===== config.mk =====
export PLATFORM = sky130hd
export DESIGN_NAME = hdlc_tx_packer
export DESIGN_NICKNAME = d
export VERILOG_FILES = /design/src/rtl/hdlc_tx_packer.sv
export SDC_FILE = /design/constraint.sdc
export NUM_CORES = 1
export LEC_CHECK = 0
export BUFFER_PORTS_ARGS = -buffer_cell sky130_fd_sc_hd__buf_4
export CORE_MARGIN = 8
export CORE_UTILIZATION = 60
export DETAILED_ROUTE_END_ITERATION = 7
export GPL_ROUTABILITY_DRIVEN = 0
export PLACE_DENSITY = 0.82
export SYNTH_ARGS = -nofsm -noshare
export SYNTH_HDL_FRONTEND = slang
export SYNTH_SLANG_ARGS = --single-unit

===== constraint.sdc =====
create_clock -name clk -period 5.8 [get_ports clk]
set_input_delay 0.87 -clock clk [delete_from_list [all_inputs] [get_ports clk]]
set_output_delay 0.87 -clock clk [all_outputs]
set_load 0.02 [all_outputs]

===== src/rtl/hdlc_tx_packer.sv =====
module hdlc_tx_packer #(
  parameter logic [7:0]  FLAG      = 8'h7E,
  parameter logic [15:0] CRC_POLY  = 16'h8408,
  parameter int          STUFF_RUN = 5
) (
  input  logic       clk,
  input  logic       rst_n,
  input  logic       mode_56k,
  input  logic       in_valid,
  input  logic [7:0] in_data,
  input  logic       in_last,
  output logic       in_ready,
  output logic       out_valid,
  output logic [7:0] out_data,
  input  logic       out_ready
);
  localparam int OW = $clog2(STUFF_RUN + 1);
  localparam logic [OW-1:0] RUN = OW'(STUFF_RUN);

  typedef enum logic [3:0] {
    P_IDLE, P_OPEN, P_FETCH, P_DATA, P_FCSL, P_FCSH, P_CLOSE, P_PAD, P_XFF
  } phase_t;

  phase_t        ph;
  logic          m56, stuff_pend, last_b;
  logic [2:0]    bi;
  logic [3:0]    cnt;
  logic [OW-1:0] ones;
  logic [7:0]    sh, acc;
  logic [15:0]   crc;

  function automatic logic [15:0] crc_step(input logic [15:0] c, input logic [7:0] d);
    logic [15:0] r;
    r = c;
    for (int k = 0; k < 8; k++)
      r = (r[0] ^ d[k]) ? ((r >> 1) ^ CRC_POLY) : (r >> 1);
    return r;
  endfunction

  wire adv  = !out_valid || out_ready;
  assign in_ready = (ph == P_FETCH) && !stuff_pend && !out_valid;
  wire take = in_valid && in_ready;
  wire [15:0] fcs = ~crc;

  logic bit_en, lb;
  always_comb begin
    bit_en = 1'b0;
    lb     = 1'b1;
    if (stuff_pend) begin
      bit_en = 1'b1;
      lb     = 1'b0;
    end else begin
      case (ph)
        P_OPEN, P_CLOSE:        begin bit_en = 1'b1; lb = FLAG[bi]; end
        P_DATA, P_FCSL, P_FCSH: begin bit_en = 1'b1; lb = sh[bi];   end
        P_PAD:                  bit_en = 1'b1;
        default: ;
      endcase
    end
  end

  wire [7:0]    acc_n    = {lb, acc[7:1]};
  wire [3:0]    cnt_n    = cnt + 4'd1;
  wire          padding  = (ph == P_PAD) && !stuff_pend;
  wire          full     = bit_en && (padding ? (cnt_n == 4'd8) : (cnt_n == (m56 ? 4'd7 : 4'd8)));
  wire [7:0]    oct      = (m56 && !padding) ? {1'b1, acc_n[7:1]} : acc_n;
  wire [OW-1:0] ones_n   = ones + 1'b1;
  wire          run_hit  = lb && (ones_n == RUN);
  wire          byte_end = (bi == 3'd7);

  always_ff @(posedge clk or negedge rst_n) begin
    if (!rst_n) begin
      ph <= P_IDLE; m56 <= 1'b0; stuff_pend <= 1'b0; last_b <= 1'b0;
      bi <= '0; cnt <= '0; ones <= '0; sh <= '0; acc <= '0; crc <= '1;
      out_valid <= 1'b0; out_data <= '0;
    end else begin
      if (out_valid && out_ready) out_valid <= 1'b0;
      if (adv) begin
        if (bit_en) begin
          acc <= acc_n;
          cnt <= full ? 4'd0 : cnt_n;
          if (full) begin
            out_valid <= 1'b1;
            out_data  <= oct;
          end
        end
        if (stuff_pend) begin
          stuff_pend <= 1'b0;
          ones       <= '0;
        end else begin
          case (ph)
            P_IDLE: if (in_valid) begin
              ph <= P_OPEN; m56 <= mode_56k; bi <= '0; cnt <= '0;
              ones <= '0; crc <= '1;
            end
            P_OPEN: begin
              bi <= bi + 3'd1;
              if (byte_end) ph <= P_FETCH;
            end
            P_FETCH: if (take) begin
              sh <= in_data; last_b <= in_last;
              crc <= crc_step(crc, in_data);
              bi <= '0; ph <= P_DATA;
            end
            P_DATA, P_FCSL, P_FCSH: begin
              if (run_hit) begin
                stuff_pend <= 1'b1;
                ones       <= '0;
              end else if (lb) ones <= ones_n;
              else ones <= '0;
              bi <= bi + 3'd1;
              if (byte_end) begin
                case (ph)
                  P_DATA: if (last_b) begin
                    ph <= P_FCSL; sh <= fcs[7:0];
                  end else ph <= P_FETCH;
                  P_FCSL: begin ph <= P_FCSH; sh <= fcs[15:8]; end
                  default: ph <= P_CLOSE;
                endcase
              end
            end
            P_CLOSE: begin
              bi <= bi + 3'd1;
              if (byte_end) ph <= full ? P_IDLE : P_PAD;
            end
            P_PAD: if (full) ph <= P_XFF;
            P_XFF: begin
              out_valid <= 1'b1;
              out_data  <= 8'hFF;
              ph        <= P_IDLE;
            end
            default: ph <= P_IDLE;
          endcase
        end
      end
    end
  end

  AST_OUT_HOLD: assert property (@(posedge clk) disable iff (!rst_n)
    out_valid && !out_ready |=> out_valid && $stable(out_data));
  AST_TOP_BIT_56K: assert property (@(posedge clk) disable iff (!rst_n)
    out_valid && m56 && ph != P_IDLE && ph != P_OPEN |-> out_data[7]);
  AST_RUN_BELOW_LIMIT: assert property (@(posedge clk) disable iff (!rst_n)
    ones < RUN);
  AST_SINGLE_STUFF: assert property (@(posedge clk) disable iff (!rst_n)
    stuff_pend && adv |=> !stuff_pend);
  AST_MODE_FROZEN: assert property (@(posedge clk) disable iff (!rst_n)
    ph != P_IDLE && $past(ph) != P_IDLE |-> $stable(m56));
endmodule


* After elaboration in Yosys (flattened, before gate mapping)
Memories as Yosys holds them, arrays and structs flattened.
Index checks and enable logic that the tools add are counted.
** Operators by class
- $add $sub $neg :: 3
- Magnitude comparators :: 1
- Eq/ne operators :: 21
- Muxes and demuxes :: 61
- Bitwise operators :: 18
- Reductions and logical operators :: 29
** Operator list (number)
- $mux W16 :: 10
- $mux W8 :: 8
- $mux W4 :: 12
- $pmux W16 S2 :: 1
- $pmux W8 S2 :: 2
- $not A2 Y3 :: 8
- $pmux W4 S6 :: 1
- $mux W3 :: 7
- $eq A4 B3 Y1 const B :: 4
- $not A16 Y16 :: 1
- $mux W1 :: 15
- $ne A2 B2 Y1 const B :: 6
- $reduce_and A5 Y1 :: 2
- $ne A3 B3 Y1 const B :: 3
- $pmux W3 S3 :: 1
- $eq A4 B2 Y1 const B :: 2
- $eq A4 B4 Y1 const B :: 2
- $logic_and A1 B1 Y1 :: 8
- $pmux W4 S2 :: 1
- $reduce_and A4 Y1 :: 2
- $reduce_and A8 Y1 :: 1
- $xor A1 B1 Y1 :: 8
- $reduce_and A7 Y1 :: 1
- $add A3 B1 Y3 const B :: 2
- other kinds (20) :: 25
** Word-level totals
- Flip-flop bits (word level) :: 58
- ROM bits :: 8
- Input port bits :: 14
- Memories kept :: 1
** Memories
- (name not given) :: depth 8, width 1, read ports 1, clocked after Yosys merged registers in 0, wr ports 0, line 54 : P_OPEN, P_CLOSE: begin bit_en = 1'b1; lb = FLAG[bi]; end

* Logic depth before layout (Yosys ltp)
- Word-level depth :: 18
- Mapped depth :: 9
- Mapped depth without buffers :: 8

* Worst setup path after synthesis
OpenSTA, ideal clock, no wires.
- Kind :: input to register
- Start :: input port out_ready
- End :: register last_b
- Arrival :: 2.220 ns
- Path slack :: 3.455 ns
- Cell stages on the path :: 7
- Path through :: nand2b_1 > clkbuf_1 > and3_1 > buf_2 > nand2_2 > nor2_2 > mux2_2
** Between the ends
- Word-level cells in the longest chain between the ends :: 2
** Ends and longest elaborated chain
- start, declared :: line 15 : input logic out_ready
- $logic_or A1 B1 Y1 :: line 40 : wire adv = !out_valid || out_ready;
- $reduce_and A4 Y1 (no line)
- end signal, assigned :: line 101 : sh <= in_data; last_b <= in_last;
- end, declared :: line 25 : logic m56, stuff_pend, last_b;
Every way passes these cells.
A chain may end at the register's enable or synchronous reset.

* Worst setup path in the final report
- Start :: register ph[2]
- End :: register last_b
** Between the ends
- Word-level cells in the longest chain between the ends :: 5
** Ends and longest elaborated chain
- start, declared :: line 24 : phase_t ph;
- start signal, assigned :: line 124 : if (byte_end) ph <= full ? P_IDLE : P_PAD;
- $eq A4 B2 Y1 (*) :: line 41, 91
- $logic_and A1 B1 Y1 (2 in series) :: line 41 : assign in_ready = (ph == P_FETCH) && !stuff_pend && !out_valid;
- $logic_and A1 B1 Y1 :: line 42 : wire take = in_valid && in_ready;
- $reduce_and A4 Y1 (no line) (*)
Every way passes the cells marked *; elsewhere a longest branch is shown, timed or not.

==> results.ini <==
[cts]
cts_tree = done
cts_buffers = 9
cts_htree_levels = 3
cts.repair.resized = 0
cts_setup_buffers = 0
clk_slew_on_worst_s_h_paths_ns = 0.06
cts-root-to-sink-buffers = 2
clock_insertion_delay_worst_skew_ns = 0.35
hold_buffers = 0
clock_sinks = 57
clockRootBuffer = sky130_fd_sc_hd__clkbuf_8

[power_and_ir_drop]
combinationalPowerShare_pct = 47.7
p_leak_nw = 1.68
p_int_mw = 1.47
power.density_mw_per_mm2 = 646
peakVddDrop_mv = 0.424
power.net_switching_mw = 1.01
power_switching_share_pct = 40.8
power_frac_clock_pct = 19.1
seq_power_share_pct = 33.2
finalPower_mw = 2.48

[global_route]
grt_pass1_wl_um = 12900
grt_start_max_net_pins = 58
groute.usage.overall_pct = 18.9
overflow = 0
grt_antenna_before_repair = 0
first_global_vias = 2697

[layout]
layout.cell_area.non_filler_mm2 = 0.00385
post_route_cells_drive_above_1_share_pct = 20.2
multi_input_comb_area_mm2 = 0.00183
share_of_the_core_filled_with_cells_in_the_final_layout_pct = 70.3
antenna_cells = 0
final.fill_count = 415
layout.cells.non_filler = 444
area_growth_syn_to_layout_pct = 13.3
sequential_cell_area_mm2 = 0.00145
final_net_count = 387

[detailed_routing]
drtIter0Drc = 141
post-route-drc-count = 0
route.vias.total = 2688
postRouteWirelength_um = 7690
via_per_inst = 6.05
wl_per_cell_um = 17.3
first_pass_iters = 6
antenna_left = 0

[placed_design]
pre_cts_ws_ns = 2.67
place.detailed.instances = 428
numPortBuffers = 23
dp_hpwl_um = 5330
placedInstanceArea_mm2 = 0.00359

[synthesis]
synth-seq-cells = 57
count_of_different_cell_masters_after_synthesis = 50
syn_nets = 371
synth_cells = 351
syn_area_mm2 = 0.00339
synth_edf_count = 0
avgSynthCellArea_um2 = 9.67
synth_async_sr_flop_share_pct = 100
synth_top_flop_cell = sky130_fd_sc_hd__dfrtp_1
synth_warnings = 0
synth-seq-area-share_pct = 42.6

[timing]
finalMaxSlewViolations = 0
setup_viol = 0
fin_setup_tns_ns = 0
fin_crit_sh_pct = 55.7
hold_slack_ns = 0.497
max_freq_mhz = 310
final.setup.worst_slack_ns = 2.57
rsz0062_at_grt = false
worst_slew_slack_as_a_fraction_of_its_limit_pct = 46.5
fin_crit_ns = 3.23
report.final.hold_viol_count = 0
timing_worst_slew_pin_value_ns = 0.800
worst_case_clock_skew_ns = 0.00855

[run]
drv.max_cap_violation_count = 0

[die]
core.rowCount = 27
fp.dieArea_mm2 = 0.00832
count_of_boundary_i_o_pins = 24
placeableCoreArea_mm2 = 0.00547
floorplan.initialDensity_pct = 62.0
floorplan.die.height_um = 91.2
die_w_um = 91.2

[status]
outcome = finished clean

[setup_path]
data_arrival_time_at_the_worst_slack_endpoint_ns = 3.45
cp_data_required_time_ns = 6.02
timing.critical_path.from_type = flop
worstPathMaxFanout = 23
cp_capture_type = flop
timing.setup.critical_path_class = flop to flop

[worst_hold_path]
worst_hold_path_type = flop to flop

## worst max-delay path: stages, from the launching register on
cell                      delay (ns)
sky130_fd_sc_hd__dfrtp_1        0.77
sky130_fd_sc_hd__nor2_1         0.37
sky130_fd_sc_hd__o21ai_0        0.26
sky130_fd_sc_hd__and3_1         0.61
sky130_fd_sc_hd__nand2_2        0.32
sky130_fd_sc_hd__nor2_2         0.39
sky130_fd_sc_hd__mux2_2         0.38
## power by group through the flow
stage	combinational (mW)	clock, mW	sequential (mW)
floorplan	0.960	0	0.755
detailed placement	1.17	0	0.823
global route	1.30	0.493	0.848
finish	1.19	0.474	0.825
global placement	1.13	0	0.813
CTS	1.18	0.479	0.819
## layout by cell type, fill, tap and decap left out, drive strengths merged, types with 2 or more instances in the layout
cell	count
dfrtp	41
nand2	29
a21oi	28
buf	25
mux2i	23
o21ai	23
nor2	23
dfstp	16
mux2	15
xor2	14
xnor2	13
clkbuf	12
inv	11
nand3	10
a2bb2oi	8
nand2b	7
a21o	7
ha	6
nor3	5
a22o	5
nor2b	4
o31ai	4
and3	4
o22ai	3
nand3b	3
a32o	3
bufinv	3
and2	3
o21bai	2
a221o	2
o31a	2
o211ai	2
a21boi	2
o22a	2
nor4b	2
## logic make-up after synthesis
| group | synth area share [%] |
|---|---|
| AOI/OAI and AO/OA | 19.2 |
| xor gates and xnor gates | 6.97 |
| adders and majority gates | 2.21 |
| buffers and inverters | 3.76 |
| DFF | 42.6 |
| muxes | 11.9 |
| and+or+nand+nor | 13.4 |
## state kept, by name, indices dropped and copies added, names as in the netlist
| register | count |
|---|---|
| acc | 7 |
| m56 | 1 |
| stuff_pend | 1 |
| out_valid | 1 |
| cnt | 4 |
| sh | 8 |
| ph | 4 |
| last_b | 1 |
| crc | 16 |
| ones | 3 |
| bi | 3 |
| out_data | 8 |
## synth_stat cells (4+ instances only)
cell type                    n  area [um^2]
sky130_fd_sc_hd__dfrtp_1    41         1030
sky130_fd_sc_hd__a21oi_1    28          140
sky130_fd_sc_hd__nand2_1    28          105
sky130_fd_sc_hd__mux2i_1    23          230
sky130_fd_sc_hd__o21ai_0    23          115
sky130_fd_sc_hd__nor2_1     22         82.6
sky130_fd_sc_hd__dfstp_2    16          420
sky130_fd_sc_hd__clkbuf_1   15         56.3
sky130_fd_sc_hd__mux2_2     14          158
sky130_fd_sc_hd__xor2_1     14          123
sky130_fd_sc_hd__xnor2_1    13          114
sky130_fd_sc_hd__inv_1      11         41.3
sky130_fd_sc_hd__nand3_1    10         50.1
sky130_fd_sc_hd__a2bb2oi_1   8         70.1
sky130_fd_sc_hd__a21o_1      7         52.6
sky130_fd_sc_hd__nand2b_1    7         43.8
sky130_fd_sc_hd__ha_1        6         75.1
sky130_fd_sc_hd__a22o_1      5         43.8
sky130_fd_sc_hd__nor3_1      5         25.0
sky130_fd_sc_hd__nor2b_1     4         25.0
sky130_fd_sc_hd__o31ai_1     4         30.0
## final timing paths
path / end / slack (ns) / startpoint / cells after the start
worst max-delay path: last_b / 2.57 / ph[2] / 6
worst min register to register: sh[0] / 0.50 / sh[0] / 2
max in group asynchronous: ph[1] / 4.76 / rst_n / 1
worst max register to register: last_b / 2.57 / ph[2] / 6
worst min-delay path: sh[0] / 0.50 / sh[0] / 2
min in group asynchronous: out_data[2] / 0.57 / rst_n / 1
## per-layer routing
| metal | wire, um | part of all wire [%] | GRT usage, % | up-vias |
|---|---|---|---|---|
| met2 | 3720 | 48 | 31.0 | 85 |
| met5 | 0 | 0 | 0 | - |
| met4 | 140 | 1.8 | 8.32 | 0 |
| met1 | 3510 | 46 | 23.7 | 1300 |
| met3 | 313 | 4.1 | 3.54 | 17 |
| li1 | - | - | - | 1286 |
## final cells by class
type	count	share of cell area, %
Sequential cell	57	37.6
Timing Repair Buffer	25	4.88
Clock inverter	4	2.57
Tap cell	72	2.34
Inverter	11	1.07
Multi-Input combinational cell	263	47.5
Clock buffer	12	4.03
Power figures use the tool's default switching activity.
